`config.mk`:
```
export PLATFORM = sky130hd
export DESIGN_NAME = eag_unit
export DESIGN_NICKNAME = d
export VERILOG_FILES = /design/src/rtl/eag_pkg.sv /design/src/rtl/eag_ptr_locator.sv /design/src/rtl/eag_idle_cost.sv /design/src/rtl/eag_addr_math.sv /design/src/rtl/eag_unit.sv
export SDC_FILE = /design/constraint.sdc
export NUM_CORES = 1
export LEC_CHECK = 0
export BUFFER_PORTS_ARGS = -buffer_cell sky130_fd_sc_hd__buf_2
export CORE_MARGIN = 3
export CORE_UTILIZATION = 45
export DETAILED_ROUTE_END_ITERATION = 8
export GPL_ROUTABILITY_DRIVEN = 0
export PLACE_DENSITY_LB_ADDON = 0.15
export SLEW_MARGIN = 10
export SYNTH_ARGS = -nofsm -noshare
export SYNTH_HDL_FRONTEND = slang
export SYNTH_HIERARCHICAL = 1
export SYNTH_SLANG_ARGS = --single-unit
```
`constraint.sdc`:
```
create_clock -name clk -period 6.9 [get_ports clk]
set_input_delay 0.69 -clock clk [delete_from_list [all_inputs] [get_ports clk]]
set_output_delay 0.69 -clock clk [all_outputs]
set_load 0.02 [all_outputs]
```
`src/rtl/eag_pkg.sv`:
```
package eag_pkg;
    localparam int BYTE_W = 8;
    localparam int WORD_W = 16;
    localparam int ADDR_W = 24;
    localparam int MODE_W = 5;
    localparam int IDLE_W = 2;
    localparam int PTR_LANES = ADDR_W / BYTE_W;

    typedef enum logic [MODE_W-1:0] {
        M_DP  = 5'd0,
        M_DPX = 5'd1,
        M_DPY = 5'd2,
        M_ABS = 5'd3,
        M_ABX = 5'd4,
        M_ABY = 5'd5,
        M_ABL = 5'd6,
        M_ALX = 5'd7,
        M_IDX = 5'd8,
        M_IDP = 5'd9,
        M_IDY = 5'd10,
        M_IDL = 5'd11,
        M_ILY = 5'd12,
        M_SR  = 5'd13,
        M_ISY = 5'd14,
        M_IMM = 5'd15
    } mode_e;

    typedef enum logic [2:0] {
        S_IDLE,
        S_PTR_LO,
        S_PTR_HI,
        S_PTR_BANK,
        S_DONE
    } state_e;

    typedef struct packed {
        logic [MODE_W-1:0] mode;
        logic [BYTE_W-1:0] op_lo;
        logic [BYTE_W-1:0] op_hi;
        logic [BYTE_W-1:0] op_bank;
        logic [BYTE_W-1:0] db;
        logic [BYTE_W-1:0] pb;
        logic [WORD_W-1:0] dp;
        logic [WORD_W-1:0] sp;
        logic [WORD_W-1:0] xr;
        logic [WORD_W-1:0] yr;
        logic [WORD_W-1:0] pc;
        logic              m8;
        logic              x8;
        logic              imm_idx;
        logic              wr;
    } req_t;

    function automatic logic mode_known(input logic [MODE_W-1:0] m);
        return m <= M_IMM;
    endfunction

    function automatic logic [1:0] ptr_bytes(input logic [MODE_W-1:0] m);
        logic [1:0] n;
        case (m)
            M_IDX, M_IDP, M_IDY, M_ISY: n = 2'd2;
            M_IDL, M_ILY:               n = 2'd3;
            default:                    n = 2'd0;
        endcase
        return n;
    endfunction
endpackage

```
`src/rtl/eag_ptr_locator.sv`:
```
module eag_ptr_locator
    import eag_pkg::*;
(
    input  logic [MODE_W-1:0] mode,
    input  logic [WORD_W-1:0] dp,
    input  logic [WORD_W-1:0] sp,
    input  logic [WORD_W-1:0] xr,
    input  logic [BYTE_W-1:0] op_lo,
    input  logic [1:0]        byte_idx,
    output logic [ADDR_W-1:0] fetch_addr
);
    logic [WORD_W-1:0] base;
    logic [WORD_W-1:0] offs;

    always_comb begin
        case (mode)
            M_IDX:   base = dp + WORD_W'(op_lo) + xr;
            M_ISY:   base = sp + WORD_W'(op_lo);
            default: base = dp + WORD_W'(op_lo);
        endcase
        offs = base + WORD_W'(byte_idx);
        fetch_addr = {{(ADDR_W-WORD_W){1'b0}}, offs};
    end
endmodule

```
`src/rtl/eag_idle_cost.sv`:
```
module eag_idle_cost
    import eag_pkg::*;
(
    input  logic [MODE_W-1:0] mode,
    input  logic [BYTE_W-1:0] dp_lo,
    input  logic [WORD_W-1:0] abs_base,
    input  logic [WORD_W-1:0] ptr16,
    input  logic [WORD_W-1:0] xr,
    input  logic [WORD_W-1:0] yr,
    input  logic              x8,
    input  logic              wr,
    output logic [IDLE_W-1:0] idle
);
    logic dp_pen;
    logic abx_pen;
    logic aby_pen;
    logic idy_pen;

    function automatic logic index_penalty(input logic [WORD_W-1:0] base,
                                           input logic [WORD_W-1:0] idx,
                                           input logic w,
                                           input logic narrow);
        logic [WORD_W:0] sum;
        sum = {1'b0, base} + {1'b0, idx};
        return w | ~narrow | (sum[WORD_W:BYTE_W] != {1'b0, base[WORD_W-1:BYTE_W]});
    endfunction

    always_comb begin
        dp_pen  = |dp_lo;
        abx_pen = index_penalty(abs_base, xr, wr, x8);
        aby_pen = index_penalty(abs_base, yr, wr, x8);
        idy_pen = index_penalty(ptr16, yr, wr, x8);
        case (mode)
            M_DP, M_IDP, M_IDL, M_ILY: idle = IDLE_W'(dp_pen);
            M_DPX, M_DPY, M_IDX:       idle = IDLE_W'(dp_pen) + IDLE_W'(1);
            M_ABX:                     idle = IDLE_W'(abx_pen);
            M_ABY:                     idle = IDLE_W'(aby_pen);
            M_IDY:                     idle = IDLE_W'(dp_pen) + IDLE_W'(idy_pen);
            M_SR:                      idle = IDLE_W'(1);
            M_ISY:                     idle = IDLE_W'(2);
            default:                   idle = '0;
        endcase
    end
endmodule

```
`src/rtl/eag_addr_math.sv`:
```
module eag_addr_math
    import eag_pkg::*;
(
    input  logic [MODE_W-1:0] mode,
    input  logic [BYTE_W-1:0] op_lo,
    input  logic [BYTE_W-1:0] op_hi,
    input  logic [BYTE_W-1:0] op_bank,
    input  logic [BYTE_W-1:0] db,
    input  logic [BYTE_W-1:0] pb,
    input  logic [WORD_W-1:0] dp,
    input  logic [WORD_W-1:0] sp,
    input  logic [WORD_W-1:0] xr,
    input  logic [WORD_W-1:0] yr,
    input  logic [WORD_W-1:0] pc,
    input  logic              m8,
    input  logic              x8,
    input  logic              imm_idx,
    input  logic [ADDR_W-1:0] ptr,
    output logic [ADDR_W-1:0] lo,
    output logic [ADDR_W-1:0] hi,
    output logic [WORD_W-1:0] pc_next
);
    localparam int BANK_PAD = ADDR_W - WORD_W;

    logic [WORD_W-1:0] dp_sum;
    logic [WORD_W-1:0] short_sum;
    logic [WORD_W-1:0] abs_base;
    logic [ADDR_W-1:0] db_bank;
    logic [ADDR_W-1:0] long_op;
    logic [ADDR_W-1:0] ptr_word;
    logic              wrap16;
    logic              imm_wide;

    always_comb begin
        dp_sum   = dp + WORD_W'(op_lo);
        abs_base = {op_hi, op_lo};
        db_bank  = {db, {WORD_W{1'b0}}};
        long_op  = {op_bank, op_hi, op_lo};
        ptr_word = {{BANK_PAD{1'b0}}, ptr[WORD_W-1:0]};
        imm_wide = imm_idx ? ~x8 : ~m8;
        short_sum = dp_sum;
        wrap16   = 1'b0;
        lo       = '0;
        case (mode)
            M_DP:  begin short_sum = dp_sum;      wrap16 = 1'b1; end
            M_DPX: begin short_sum = dp_sum + xr; wrap16 = 1'b1; end
            M_DPY: begin short_sum = dp_sum + yr; wrap16 = 1'b1; end
            M_SR:  begin short_sum = sp + WORD_W'(op_lo); wrap16 = 1'b1; end
            M_ABS: lo = db_bank + ADDR_W'(abs_base);
            M_ABX: lo = db_bank + ADDR_W'(abs_base) + ADDR_W'(xr);
            M_ABY: lo = db_bank + ADDR_W'(abs_base) + ADDR_W'(yr);
            M_ABL: lo = long_op;
            M_ALX: lo = long_op + ADDR_W'(xr);
            M_IDX, M_IDP: lo = db_bank + ptr_word;
            M_IDY, M_ISY: lo = db_bank + ptr_word + ADDR_W'(yr);
            M_IDL: lo = ptr;
            M_ILY: lo = ptr + ADDR_W'(yr);
            M_IMM: lo = {pb, pc};
            default: lo = '0;
        endcase
        if (wrap16) begin
            lo = {{BANK_PAD{1'b0}}, short_sum};
            hi = {{BANK_PAD{1'b0}}, short_sum + WORD_W'(1)};
        end else begin
            hi = lo + ADDR_W'(1);
        end
        pc_next = pc;
        if (mode == M_IMM) begin
            hi      = imm_wide ? {pb, pc + WORD_W'(1)} : '0;
            pc_next = pc + (imm_wide ? WORD_W'(2) : WORD_W'(1));
        end
    end
endmodule

```
`src/rtl/eag_unit.sv`:
```
module eag_unit
    import eag_pkg::*;
(
    input  logic              clk,
    input  logic              rst_n,
    input  logic              start,
    input  logic [MODE_W-1:0] mode,
    input  logic [BYTE_W-1:0] op_lo,
    input  logic [BYTE_W-1:0] op_hi,
    input  logic [BYTE_W-1:0] op_bank,
    input  logic [WORD_W-1:0] dp_reg,
    input  logic [BYTE_W-1:0] db_reg,
    input  logic [BYTE_W-1:0] pb_reg,
    input  logic [WORD_W-1:0] pc_reg,
    input  logic [WORD_W-1:0] sp_reg,
    input  logic [WORD_W-1:0] x_reg,
    input  logic [WORD_W-1:0] y_reg,
    input  logic              acc8,
    input  logic              idx8,
    input  logic              imm_index,
    input  logic              wr_access,
    output logic              ptr_req,
    output logic [ADDR_W-1:0] ptr_addr,
    input  logic              ptr_valid,
    input  logic [BYTE_W-1:0] ptr_data,
    output logic              done,
    output logic              err,
    output logic [ADDR_W-1:0] addr_lo,
    output logic [ADDR_W-1:0] addr_hi,
    output logic [IDLE_W-1:0] idle_cycles,
    output logic [WORD_W-1:0] pc_next
);
    state_e            state_q;
    state_e            state_d;
    req_t              req_q;
    req_t              req_in;
    logic              accept;
    logic [ADDR_W-1:0] ptr_q;
    logic [1:0]        byte_idx;
    logic [ADDR_W-1:0] loc_addr;
    logic [ADDR_W-1:0] calc_lo;
    logic [ADDR_W-1:0] calc_hi;
    logic [WORD_W-1:0] calc_pc;
    logic [IDLE_W-1:0] calc_idle;

    assign req_in = '{mode: mode, op_lo: op_lo, op_hi: op_hi, op_bank: op_bank,
                      db: db_reg, pb: pb_reg, dp: dp_reg, sp: sp_reg,
                      xr: x_reg, yr: y_reg, pc: pc_reg, m8: acc8, x8: idx8,
                      imm_idx: imm_index, wr: wr_access};

    assign accept = (state_q == S_IDLE) && start;

    // state register
    always_ff @(posedge clk or negedge rst_n) begin
        if (!rst_n) begin
            state_q <= S_IDLE;
        end else begin
            state_q <= state_d;
        end
    end

    // transitions
    always_comb begin
        state_d = state_q;
        unique case (state_q)
            S_IDLE: begin
                if (start) begin
                    state_d = (ptr_bytes(mode) != 2'd0) ? S_PTR_LO : S_DONE;
                end
            end
            S_PTR_LO: begin
                if (ptr_valid) state_d = S_PTR_HI;
            end
            S_PTR_HI: begin
                if (ptr_valid) begin
                    state_d = (ptr_bytes(req_q.mode) == 2'd3) ? S_PTR_BANK : S_DONE;
                end
            end
            S_PTR_BANK: begin
                if (ptr_valid) state_d = S_DONE;
            end
            S_DONE:  state_d = S_IDLE;
            default: state_d = S_IDLE;
        endcase
    end

    // request capture
    always_ff @(posedge clk or negedge rst_n) begin
        if (!rst_n) begin
            req_q <= '0;
        end else if (accept) begin
            req_q <= req_in;
        end
    end

    // pointer byte lanes
    for (genvar g = 0; g < PTR_LANES; g++) begin : g_lane
        logic lane_load;
        assign lane_load = ptr_req && ptr_valid && (byte_idx == 2'(g));
        always_ff @(posedge clk or negedge rst_n) begin
            if (!rst_n) begin
                ptr_q[g*BYTE_W +: BYTE_W] <= '0;
            end else if (accept) begin
                ptr_q[g*BYTE_W +: BYTE_W] <= '0;
            end else if (lane_load) begin
                ptr_q[g*BYTE_W +: BYTE_W] <= ptr_data;
            end
        end
    end

    eag_ptr_locator u_loc (
        .mode       (req_q.mode),
        .dp         (req_q.dp),
        .sp         (req_q.sp),
        .xr         (req_q.xr),
        .op_lo      (req_q.op_lo),
        .byte_idx   (byte_idx),
        .fetch_addr (loc_addr)
    );

    eag_addr_math u_math (
        .mode    (req_q.mode),
        .op_lo   (req_q.op_lo),
        .op_hi   (req_q.op_hi),
        .op_bank (req_q.op_bank),
        .db      (req_q.db),
        .pb      (req_q.pb),
        .dp      (req_q.dp),
        .sp      (req_q.sp),
        .xr      (req_q.xr),
        .yr      (req_q.yr),
        .pc      (req_q.pc),
        .m8      (req_q.m8),
        .x8      (req_q.x8),
        .imm_idx (req_q.imm_idx),
        .ptr     (ptr_q),
        .lo      (calc_lo),
        .hi      (calc_hi),
        .pc_next (calc_pc)
    );

    eag_idle_cost u_idle (
        .mode     (req_q.mode),
        .dp_lo    (req_q.dp[BYTE_W-1:0]),
        .abs_base ({req_q.op_hi, req_q.op_lo}),
        .ptr16    (ptr_q[WORD_W-1:0]),
        .xr       (req_q.xr),
        .yr       (req_q.yr),
        .x8       (req_q.x8),
        .wr       (req_q.wr),
        .idle     (calc_idle)
    );

    // outputs
    always_comb begin
        ptr_req     = 1'b0;
        byte_idx    = 2'd0;
        ptr_addr    = '0;
        done        = 1'b0;
        err         = 1'b0;
        addr_lo     = '0;
        addr_hi     = '0;
        idle_cycles = '0;
        pc_next     = '0;
        unique case (state_q)
            S_IDLE: ;
            S_PTR_LO: begin
                ptr_req  = 1'b1;
                byte_idx = 2'd0;
                ptr_addr = loc_addr;
            end
            S_PTR_HI: begin
                ptr_req  = 1'b1;
                byte_idx = 2'd1;
                ptr_addr = loc_addr;
            end
            S_PTR_BANK: begin
                ptr_req  = 1'b1;
                byte_idx = 2'd2;
                ptr_addr = loc_addr;
            end
            S_DONE: begin
                done = 1'b1;
                if (mode_known(req_q.mode)) begin
                    addr_lo     = calc_lo;
                    addr_hi     = calc_hi;
                    idle_cycles = calc_idle;
                    pc_next     = calc_pc;
                end else begin
                    err = 1'b1;
                end
            end
            default: ;
        endcase
    end
endmodule

```
Word-level counts from Yosys, hierarchy flattened --
Cells that the tools add are included.
Operators by class: equal/unequal tests 35, reductions and logical operators 24, multiplexer cells 45, add/sub/neg operators 21, bitwise operators 6, order comparisons 1
Operator list (count):
- 24-bit case mux with 10 select lines | 1
- 24-bit two-way mux | 8
- 24-bit by 16-bit adder with 24-bit output | 7
- 5-bit by 4-bit equality test with 1-bit output (second input constant) | 14
- 16-bit two-way mux | 4
- 16-bit by 16-bit adder with 17-bit output | 3
- 16-bit adder | 3
- 8-bit two-way mux | 6
- 16-bit case mux with 3 select lines | 1
- 16-bit by 1-bit adder with 16-bit output (second input constant) | 2
- 16-bit by 8-bit adder with 16-bit output | 2
- 16-bit case mux with 2 select lines | 1
- 9-bit by 8-bit inequality test with 1-bit output | 3
- 24-bit by 1-bit adder with 24-bit output (second input constant) | 1
- 5-bit by 3-bit equality test with 1-bit output (second input constant) | 4
- 3-bit two-way mux | 6
- 16-bit by 2-bit adder with 16-bit output | 1
- 4-bit OR reduction | 4
- 2-bit two-way mux | 7
- 2-bit case mux with 7 select lines | 1
- 2-bit case mux with 2 select lines | 3
- 3-bit case mux with 4 select lines | 1
- 5-bit by 2-bit equality test with 1-bit output (second input constant) | 2
- 2-bit inequality test (second input constant) | 4
- 21 further kinds | 43
Word-level totals: logic and storage cells 151, register bits after elaboration 156, bits of input ports 141, output and inout bits 93

Logic depth before layout (Yosys ltp) --
Gate-level depths: netlist of run 1.
depth in word-level cells 9, gate-level depth with buffers 20, mapped depth without buffers 19

By module --
Netlist of run 1, hierarchy kept.
By module, submodules not included:
- eag_addr_math | seq. area each 0.0 sq um, area each 7776.2 sq um, cells an instance 1128, instances 1
- eag_unit | seq. area each 3903.7 sq um, area each 7280.7 sq um, cells an instance 502, instances 1
- eag_ptr_locator | seq. area each 0.0 sq um, area each 2439.8 sq um, cells an instance 334, instances 1
- eag_idle_cost | seq. area each 0.0 sq um, area each 2023.2 sq um, cells an instance 268, instances 1

Worst setup path before layout of run 1 --
Ideal clock, no wire load.
kind reg2out, start reg req_q[128] (netlist bit), end out addr_hi[22], path buffers 5, slack 622 ps, data required time 6210 ps, arrival time 5588 ps, cell stages (with the launch flop) 20, cells stage by stage dfrtp_1 -> buf_2 -> clkbuf_1 -> or4_1 -> clkbuf_1 -> clkbuf_1 -> mux2_2 -> ha_1 -> and3_1 -> a221o_1 -> o2111a_1 -> or4_1 -> nand3_1 -> a211oi_1 -> or4_1 -> buf_2 -> or3_4 -> or4_1 -> nand3_1 -> and2_1
Between the ends: longest elaborated chain between the ends 8, elaborated cells between the ends (all ways) 27, classes of those cells add/sub (1); order compare (1); eq/ne (15); mux (6); reduce/logical (4)
RTL lines:
- from (decl) | RTL line eag_unit.sv:35 | req_t req_q;
- from (signal assigned) | RTL line eag_unit.sv:92 | req_q <= req_in;
- 5-bit by 4-bit equality test with 1-bit output | RTL line eag_addr_math.sv:44 | case (mode)
- 2-bit OR reduction | RTL line eag_addr_math.sv:44
- 24-bit case mux with 10 select lines | RTL line eag_addr_math.sv:44
- 24-bit by 1-bit adder with 24-bit output | RTL line eag_addr_math.sv:65 | hi = lo + ADDR_W'(1);
- 24-bit two-way mux | RTL line eag_addr_math.sv:61 | if (wrap16) begin
- 24-bit two-way mux * | RTL line eag_addr_math.sv:68 | if (mode == M_IMM) begin
- via calc_hi[22] | RTL line eag_unit.sv:42 | logic [ADDR_W-1:0] calc_hi;
- 24-bit two-way mux * | RTL line eag_unit.sv:184 | if (mode_known(req_q.mode)) begin
- 24-bit two-way mux * | RTL line eag_unit.sv:165 | unique case (state_q)
- to (decl) | RTL line eag_unit.sv:29 | output logic [ADDR_W-1:0] addr_hi,
The timed path passes the listed nets; every way through them passes the cells marked *.

Worst setup path in the final report of run 1 --
start reg req_q[27] (netlist bit), end out idle_cycles[0]
Between the ends: longest elaborated chain between the ends 7, elaborated cells between the ends (all ways) 10, classes of those cells add/sub (3); eq/ne (2); mux (3); bitwise (2)
RTL lines:
- 16-bit by 16-bit adder with 17-bit output | RTL line eag_idle_cost.sv:24 | sum = {1'b0, base} + {1'b0, idx};
- 9-bit by 8-bit inequality test with 1-bit output | RTL line eag_idle_cost.sv:25 | return w | ~narrow | (sum[WORD_W:BYTE_W] != {1'b0, base[WORD_W-1:BYTE_W]});
- 1-bit bitwise OR | RTL line eag_idle_cost.sv:25
- 1-bit by 1-bit adder with 2-bit output | RTL line eag_idle_cost.sv:38 | M_IDY: idle = IDLE_W'(dp_pen) + IDLE_W'(idy_pen);
- 2-bit case mux with 7 select lines * | RTL line eag_idle_cost.sv:33 | case (mode)
- via calc_idle[0] | RTL line eag_unit.sv:44 | logic [IDLE_W-1:0] calc_idle;
- 2-bit two-way mux * | RTL line eag_unit.sv:184
- 2-bit two-way mux * | RTL line eag_unit.sv:165
- to (decl) | RTL line eag_unit.sv:30 | output logic [IDLE_W-1:0] idle_cycles,
Marks and branches as above.

==> results.sh, run 1 <==
export IMPL_switchingPower_mw=5.79
export IMPL_grt_pass1_vias=18400
export IMPL_status="complete, no violations"
export IMPL_crit_type="reg -> out"
export IMPL_hold_slack_ns=0.302
export IMPL_crit_chain="ha_1, and3_4, a221o_1, or4_4, nand2_1, xnor2_1, o211ai_1, nor3b_1, nand4_1, ha_1, and3_1, a31oi_1, o22ai_1, a211oi_1, nand4_1, a2111oi_1, a21oi_1, and2_1, buf_2"
export IMPL_track_usage_pct=31.1
export IMPL_period_share_pct=95.9
export IMPL_worst_slack_ns=0.286
export IMPL_drcViolationCount=0
export IMPL_yosysTopAreaCell="dfrtp_1"
export IMPL_vias=19000
export IMPL_p_int_mw=4.97
export IMPL_fmax_mhz=151
export IMPL_fp_coreArea_um2=42400
export IMPL_wirelength_mm=73.5
export IMPL_end_kind="primary output"
export IMPL_switching_share_pct=53.8
export IMPL_boundaryPins=234
export IMPL_period_minus_slack_ns=6.61
export IMPL_slew_viol_final=0
export IMPL_vdd_drop_max_uv=248
export IMPL_regArea_um2=3900
export IMPL_num_rows=75
export IMPL_p_comb_share_pct=73.7
export IMPL_finalHoldViolations=0
export IMPL_rr_endpoint="req_q[88]"
export IMPL_relSlewSlack_pct=19.8
export IMPL_worst_path_largest_cell_delay_ns=0.61
export IMPL_yosysWarnings=6
export IMPL_synth_avg_cell_area_um2=8.75
export IMPL_mappedNetlistArea_um2=19500
export IMPL_die_width_um=214
export IMPL_synth_top_area_share_pct=20.0
export IMPL_r2r_start="state_q[0]"
export IMPL_synth_top_flop_cell="dfrtp_1"
export IMPL_routed_via_density=6.31
export IMPL_ctsHoldBuffers=0
export IMPL_worst_ep_arrival_time_ns=5.92
export IMPL_cap_violations=0
export IMPL_drive_gt1_share_pct=22.6
export IMPL_path_clk_slew_ns=0.08
export IMPL_finClkSkew_ns=0.0108
export IMPL_ys_types=109
export IMPL_die_y_um=214
export IMPL_wl_per_cell_um=24.4
export IMPL_h_tree_depth=4
export IMPL_cp_slowest_cell="dfrtp_1"
export IMPL_synth_edff_count=0
export IMPL_path_max_fanout=6
export IMPL_root_buffer="clkbuf_16"
export IMPL_path_buf_inv=1
export IMPL_crit_cells=19
export IMPL_cts_buffers=17
export IMPL_critPathCapture="idle_cycles[0]"
export IMPL_start_kind="register"
export IMPL_io_buffer_count=225
export IMPL_dp_hpwl_mm=56.9
export IMPL_area_growth_pct=11.2
export IMPL_fin_nets=2716
export IMPL_cts_resized=3
export IMPL_worstMarginPinSlew_ns=1.19
export IMPL_ys_seq_elements=156
export IMPL_dp_slack_ns=0.354
export IMPL_first_iter_violations=2051
export IMPL_grt_max_degree=98
export IMPL_p_leak_nw=9.59
export IMPL_power_frac_seq_pct=17.1
export IMPL_dr_pass1_iters=8
export IMPL_gr_total_overflow=0
export IMPL_dieArea_um2=45900
export IMPL_setup_viol=0
export IMPL_powerDensity_nw_per_um2=496
export IMPL_cts_tree="done"
export IMPL_clock_latency_ns=0.50
export IMPL_cp_startpoint="req_q[27]"
export IMPL_fin_tns_setup_ns=0
export IMPL_cts_setup_buffers=0
export IMPL_hold_class="in -> async"
export IMPL_rsz0062_at_grt="false"
export IMPL_crit_family="compound AO/OA/AOI/OAI gates"
export IMPL_synthCells=2232
export IMPL_cts_buffer_depth=2
export IMPL_async_flop_share_pct=100
export IMPL_final_util_pct=51.2
export IMPL_clkPwrFrac_pct=9.2
export IMPL_cts_sinks=156
export IMPL_grt_pass1_wl_mm=111
export IMPL_synth_area_top_cells="dfrtp_1 20%, mux2_4 9.2%, ha_1 9.0%, xnor2_1 4.2%, nand2_1 4.0%"
export IMPL_r2r_slack_ns=4.01
export IMPL_ant_nets=0
export IMPL_fill_cells=4115
export IMPL_required_ns=6.21
export IMPL_multi_input_area_um2=14800
export IMPL_antenna_found_initial=4
export IMPL_power_mw=10.8
export IMPL_rr_worst_depth=4
export IMPL_start_util_pct=46.0
export IMPL_yosysSeqAreaShare_pct=20.0
[power by group through the flow]
stage / Combinational, mW / Clock [mW] / Sequential [mW]
6_report: 7.94 / 0.991 / 1.84
5_1_grt: 8.62 / 1.05 / 1.86
4_1_cts: 7.70 / 1.02 / 1.82
3_5_place_dp: 7.63 / 0 / 1.83
3_3_place_gp: 7.53 / 0 / 1.84
2_1_floorplan: 5.95 / 0 / 1.49
[Yosys cell counts, types with 15 or more instances]
master / n
a211oi_1: 45
a21o_1: 38
a21oi_1: 129
a221oi_1: 16
a22oi_1: 17
a31oi_1: 20
and2_1: 103
and3_1: 30
clkbuf_1: 52
dfrtp_1: 156
ha_1: 141
inv_1: 48
mux2_2: 57
mux2_4: 120
mux2i_1: 43
nand2_1: 207
nand2b_1: 22
nand3_1: 62
nand4_1: 30
nor2_1: 142
nor2b_1: 18
nor3_1: 40
nor4_1: 28
o211ai_1: 16
o21a_1: 17
o21ai_0: 83
o22ai_1: 15
or3_1: 29
or4_1: 16
xnor2_1: 94
xor2_1: 78
[final cells by class]
type / count / share of cell area (%)
clock inverters: 15 / 0.795
well taps: 577 / 3.33
flip-flops and latches: 156 / 18.0
inverters: 48 / 0.830
multi-input cells: 1930 / 68.3
clock buffers: 17 / 1.96
repair buffers: 271 / 6.81
diodes: 1 / 0.0115
[through the flow]
stage	instances	area, um2
floorplan	2239	19500
global placement	2982	21000
finish	3015	21700
CTS	3014	21700
global route	3015	21700
detailed placement	2982	21000
[registers in the layout, summed over array words and instances, names as in the netlist]
signal,count
req_q,129
ptr_q,24
state_q,3
[kinds of logic (layout without fill, tap and decap cells)]
group,count (synthesis),after routing,share of synthesized area (%)
and+or+nand+nor,822,822,22.7
xor gates and xnor gates,172,172,7.72
buffers and inverters,153,351,4.60
adders and majority gates,151,151,10.1
AOI/OAI and AO/OA,555,555,20.1
muxes,222,222,14.8
other,1,9,0.0192
DFF,156,156,20.0
[worst min-delay path by stage]
stage / slack, ns / end / from / cells past startpoint
after floorplan: 0.39 / ptr_q[0] / rst_n / 0
after global placement: 0.50 / req_q[3] / req_q[3] / 1
after detailed placement: 0.49 / req_q[3] / req_q[3] / 1
after CTS: 0.33 / req_q[38] / rst_n / 1
after global routing: 0.37 / req_q[50] / rst_n / 1
final: 0.30 / req_q[45] / rst_n / 1
[placed cells by master, fill, tap and decap left out, types with 15 or more instances in the layout]
cell type	count
nand2_1	207
dfrtp_1	156
and3_1	30
o22ai_1	15
mux2i_1	43
o21a_1	17
nand2b_1	22
xor2_1	78
nor2_1	141
a22oi_1	17
nor4_1	27
buf_4	46
a211oi_1	43
a31oi_1	20
inv_1	48
xnor2_1	94
or3_1	29
buf_2	224
a21oi_1	129
nand4_1	30
o211ai_1	16
nand3_1	62
clkbuf_16	17
mux2_2	57
nor3_1	40
and2_1	103
nor2b_1	18
mux2_4	120
ha_1	141
a21o_1	38
o21ai_0	82
[metal layers]
metal,global-route usage (%),share of wire (%),up-vias
met5,0,0,-
met2,51.7,47,892
li1,-,-,8741
met1,38.6,41,9206
met4,16.5,5.3,0
met3,5.50,6.8,185
Power figures use the tool's default switching activity.
==> run 2, diff against run 1 <==
--- a/config.mk
+++ b/config.mk
@@ -11,6 +11,7 @@
 export DETAILED_ROUTE_END_ITERATION = 8
 export GPL_ROUTABILITY_DRIVEN = 0
 export PLACE_DENSITY_LB_ADDON = 0.15
+export RECOVER_POWER = 50
 export SLEW_MARGIN = 10
 export SYNTH_ARGS = -nofsm -noshare
 export SYNTH_HDL_FRONTEND = slang
==> results.sh, run 2 (synthesis gave the netlist of run 1 again) <==
export IMPL_cts_setup_buffers=0
export IMPL_max_flop_register="req_q"
export IMPL_power_frac_seq_pct=17.1
export IMPL_hold_class="in -> reg"
export IMPL_boundaryPins=234
export IMPL_drive_gt1_share_pct=21.0
export IMPL_worst_ep_arrival_time_ns=6.00
export IMPL_routed_via_density=6.33
export IMPL_crit_type="reg -> out"
export IMPL_period_share_pct=96.9
export IMPL_cts_sinks=156
export IMPL_fmax_mhz=150
export IMPL_cts_buffers=17
export IMPL_finClkSkew_ns=0.0125
export IMPL_antenna_found_initial=4
export IMPL_rr_worst_depth=4
export IMPL_die_width_um=214
export IMPL_largest_reg_flops=129
export IMPL_status="finished with violations"
export IMPL_first_iter_violations=2096
export IMPL_drcViolationCount=0
export IMPL_h_tree_depth=4
export IMPL_die_y_um=214
export IMPL_fp_coreArea_um2=42400
export IMPL_finalHoldViolations=0
export IMPL_io_buffer_count=225
export IMPL_clock_latency_ns=0.50
export IMPL_switching_share_pct=54.0
export IMPL_wl_per_cell_um=24.4
export IMPL_grt_pass1_wl_mm=111
export IMPL_cts_tree="done"
export IMPL_period_minus_slack_ns=6.69
export IMPL_slew_viol_final=146
export IMPL_path_clk_slew_ns=0.08
export IMPL_wl_met2_mm=34.5
export IMPL_clkPwrFrac_pct=9.3
export IMPL_start_util_pct=46.0
export IMPL_dp_slack_ns=0.354
export IMPL_start_kind="register"
export IMPL_p_leak_nw=9.44
export IMPL_layout_commonest_cell="buf_2"
export IMPL_gr_total_overflow=0
export IMPL_setup_viol=0
export IMPL_fin_nets=2716
export IMPL_worstMarginPinSlew_ns=5.61
export IMPL_p_comb_share_pct=73.6
export IMPL_num_rows=75
export IMPL_vias=19100
export IMPL_path_max_fanout=6
export IMPL_fin_tns_setup_ns=0
export IMPL_cap_violations=2
export IMPL_fill_cells=4170
export IMPL_relSlewSlack_pct=-274
export IMPL_ctsHoldBuffers=0
export IMPL_end_kind="primary output"
export IMPL_required_ns=6.21
export IMPL_drt_met1_wl_mm=29.4
export IMPL_hold_depth=2
export IMPL_grt_max_degree=98
export IMPL_final_cell_mix="225 x buf_2, 207 x nand2_1, 156 x dfrtp_1, 141 x nor2_1, 141 x ha_1"
export IMPL_dp_hpwl_mm=56.9
export IMPL_wl_met3_mm=5.66
export IMPL_ant_nets=0
export IMPL_area_growth_pct=10.4
export IMPL_dr_pass1_iters=6
export IMPL_highest_layer="met4"
export IMPL_powerDensity_nw_per_um2=496
export IMPL_worst_slack_ns=0.214
export IMPL_violations="capacitance limit, slew limit"
export IMPL_wirelength_mm=73.5
export IMPL_r2r_slack_ns=2.28
export IMPL_reg_largest_list="req_q x129, ptr_q x24, state_q x3"
export IMPL_grt_pass1_vias=18400
export IMPL_vdd_drop_max_uv=247
export IMPL_dieArea_um2=45900
export IMPL_track_usage_pct=31.1
export IMPL_cts_buffer_depth=2
export IMPL_switchingPower_mw=5.77
export IMPL_p_int_mw=4.92
export IMPL_rsz0062_at_grt="false"
export IMPL_root_buffer="clkbuf_16"
run 2: cell types whose count changed in the layout (fill, tap and decap cells not counted), moves of 3 or more:
| cell | previous run | this run |
|---|---|---|
| buf_4 | 46 | 43 |
| clkbuf_1 | 0 | 3 |
| mux2_1 | 2 | 36 |
| mux2_4 | 120 | 86 |
run 2: worst paths after layout:
path | endpoint | start
worst min-delay path | req_q[2] | idx8
max in group asynchronous | req_q[88] | rst_n
worst min register to register | req_q[3] | req_q[3]
worst max-delay path | idle_cycles[0] | req_q[27]
min in group asynchronous | req_q[119] | rst_n
worst max register to register | req_q[88] | state_q[0]
run 2: cell type report:
type,instances,area (um2),share of cell area [%]
Multi-Input combinational cell,1930,14700,68.1
Sequential cell,156,3900,18.1
Timing Repair Buffer,271,1460,6.78
Tap cell,577,722,3.35
Clock buffer,17,425,1.97
Inverter,48,180,0.836
Clock inverter,15,173,0.801
Antenna cell,1,2.50,0.0116
run 2: power groups by stage:
stage | Sequential [mW] | Combinational, mW | Clock, mW
after floorplan | 1.49 | 5.95 | 0
after global placement | 1.84 | 7.53 | 0
after detailed placement | 1.83 | 7.63 | 0
after CTS | 1.82 | 7.70 | 1.02
after global routing | 1.85 | 8.56 | 1.05
final | 1.83 | 7.87 | 0.991
run 2: timing repair:
item                       CTS  global route
pin swaps                    0             0
gates cloned                 0             0
gates resized for setup      3             9
setup endpoints to repair    6             9
run 2: critical path, cell delays in order, from the launching register on:
cell and delay [ns]:
dfrtp_1 0.62, ha_1 0.34, and3_4 0.19, a221o_1 0.36
or4_4 0.52, nand2_1 0.12, xnor2_1 0.07, o211ai_1 0.18
nor3b_1 0.25, nand4_1 0.26, ha_1 0.40, and3_1 0.20
a31oi_1 0.17, o22ai_1 0.16, a211oi_1 0.27, nand4_1 0.15
a2111oi_1 0.51, a21oi_1 0.33, and2_1 0.24, buf_2 0.15
run 2: per-layer routing:
| metal | global-route usage [%] | up-vias |
|---|---|---|
| li1 | - | 8736 |
| met1 | 38.6 | 9253 |
| met2 | 51.7 | 899 |
| met3 | 5.50 | 182 |
| met4 | 16.5 | 0 |
| met5 | 0 | - |
run 2: metrics by stage:
step           hold slack, ns  power (mW)  cell area (um2)  cells  utilization (%)
4_1_cts                 0.327        10.5            21700   3014             51.1
2_1_floorplan           0.394        7.44            19500   2239                -
3_5_place_dp            0.492        9.46            21000   2982             49.6
6_report                0.409        10.7            21500   3015             50.8
3_3_place_gp            0.497        9.37            21000   2982             49.6
5_1_grt                 0.383        11.5            21500   3015             50.8
==> run 3, diff against run 2 <==
==> constraint.sdc (replaced) <==
create_clock -name clk -period 8.05 [get_ports clk]
set_input_delay 0.805 -clock clk [delete_from_list [all_inputs] [get_ports clk]]
set_output_delay 0.805 -clock clk [all_outputs]
set_load 0.02 [all_outputs]
==> results.sh, run 3 (synthesis gave the netlist of run 1 again) <==
export IMPL_finClkSkew_ns=0.00979
export IMPL_hold_class="reg -> reg"
export IMPL_path_buf_inv=3
export IMPL_crit_type="reg -> out"
export IMPL_setup_viol=0
export IMPL_fin_nets=2699
export IMPL_status="finished with violations"
export IMPL_layout_commonest_cell="buf_2"
export IMPL_die_y_um=214
export IMPL_rr_worst_depth=4
export IMPL_start_kind="register"
export IMPL_hp_start="req_q[3]"
export IMPL_largest_reg_flops=129
export IMPL_start_util_pct=46.0
export IMPL_gr_total_overflow=0
export IMPL_relSlewSlack_pct=-253
export IMPL_end_kind="primary output"
export IMPL_hold_depth=1
export IMPL_violations="capacitance limit, slew limit"
export IMPL_cts_buffer_depth=2
export IMPL_max_flop_register="req_q"
export IMPL_path_clk_slew_ns=0.07
export IMPL_antenna_found_initial=1
export IMPL_cts_sinks=156
export IMPL_cp_startpoint="req_q[127]"
export IMPL_crit_family="simple AND/OR/NAND/NOR gates"
export IMPL_root_buffer="clkbuf_16"
export IMPL_worstMarginPinSlew_ns=5.30
export IMPL_grt_max_degree=97
export IMPL_first_iter_violations=1873
export IMPL_dieArea_um2=45900
export IMPL_period_share_pct=93.7
export IMPL_area_growth_pct=9.44
export IMPL_r2r_start="state_q[0]"
export IMPL_cp_slowest_cell="a2111oi_0"
export IMPL_drive_gt1_share_pct=19.7
export IMPL_finalHoldViolations=0
export IMPL_path_common_cell="or4_1"
export IMPL_cts_tree="done"
export IMPL_r2r_slack_ns=4.12
export IMPL_worst_path_largest_cell_delay_ns=0.84
export IMPL_grt_pass1_wl_mm=109
export IMPL_rsz0062_at_grt="false"
export IMPL_wirelength_mm=72.0
export IMPL_die_width_um=214
export IMPL_period_minus_slack_ns=7.54
export IMPL_vias=19000
export IMPL_cts_setup_buffers=0
export IMPL_final_cell_mix="224 x buf_2, 207 x nand2_1, 156 x dfrtp_1, 141 x nor2_1, 141 x ha_1"
export IMPL_wl_per_cell_um=24.0
export IMPL_min_to="req_q[3]"
export IMPL_grt_pass1_vias=18200
export IMPL_p_leak_nw=9.34
export IMPL_reg_largest_list="req_q x129, ptr_q x24, state_q x3"
export IMPL_track_usage_pct=30.5
export IMPL_clock_latency_ns=0.49
export IMPL_io_buffer_count=225
export IMPL_cap_violations=3
export IMPL_rr_endpoint="req_q[13]"
export IMPL_drcViolationCount=0
export IMPL_ctsHoldBuffers=0
export IMPL_fp_coreArea_um2=42400
export IMPL_num_rows=75
export IMPL_cts_resized=0
export IMPL_fmax_mhz=133
export IMPL_dp_hpwl_mm=55.8
export IMPL_cts_buffers=17
export IMPL_h_tree_depth=4
export IMPL_path_max_fanout=16
export IMPL_dr_pass1_iters=7
export IMPL_worst_ep_arrival_time_ns=6.74
export IMPL_slew_viol_final=197
export IMPL_final_util_pct=50.4
export IMPL_crit_chain="inv_1, or4_1, mux2_2, ha_1, inv_1, fa_1, nand3b_1, a2111oi_0, nor2_1, a211oi_1, a31oi_1, o211a_1, or4_1, or3_4, or4_1, nand3_1, and2_1, buf_2"
export IMPL_routed_via_density=6.35
export IMPL_fin_tns_setup_ns=0
export IMPL_required_ns=7.24
export IMPL_boundaryPins=234
export IMPL_vdd_drop_max_uv=198
export IMPL_powerDensity_nw_per_um2=425
export IMPL_ant_nets=0
## run 3: cell count changes in the layout (fill, tap and decap cells not counted), sizes merged
cell and change:
clkinvlp -1, diode +1, buf -18, clkbuf +1
inv -1, bufinv +2
## run 3: layout make-up
cell class	count	area, um2
clock buffer	17	425
inverter	48	180
antenna	2	5.00
multi-input combinational	1930	14600
clock inverter	15	199
tap	577	722
fill	4182	21100
sequential	156	3900
timing repair buffer	254	1330
## run 3: worst max path at each step
| stage | end | depth (start not counted) |
|---|---|---|
| 5_1_grt | addr_hi[20] | 18 |
| 3_5_place_dp | addr_hi[22] | 18 |
| 3_3_place_gp | addr_hi[22] | 18 |
| 6_report | addr_hi[22] | 18 |
| 4_1_cts | addr_hi[22] | 18 |
| 2_1_floorplan | addr_hi[22] | 19 |
## run 3: power by group
part / switching (mW) / leakage (nW) / internal (mW)
registers: 0.564 / 1.88 / 0.997
logic: 3.93 / 7.15 / 2.71
clock network: 0.379 / 0.304 / 0.497
total: 4.87 / 9.34 / 4.21
## run 3: metrics by stage
step	power [mW]	cells	cell area, um2	worst slack (ns)	hold WS [ns]
2_1_floorplan	6.38	2239	19500	1.66	0.480
3_3_place_gp	7.98	2965	20900	1.29	0.496
3_5_place_dp	8.07	2965	20900	1.20	0.498
4_1_cts	9.02	2997	21600	0.601	0.409
5_1_grt	9.75	2997	21400	0.141	0.499
6_report	9.08	2999	21400	0.508	0.511
## run 3: metal layers
layer / vias to the layer above / track usage (%) / part of all wire [%]
met2: 927 / 50.2 / 47
met3: 183 / 5.77 / 8.0
li1: 8713 / - / -
met5: - / 0 / 0
met4: 0 / 15.0 / 5.1
met1: 9216 / 38.5 / 40
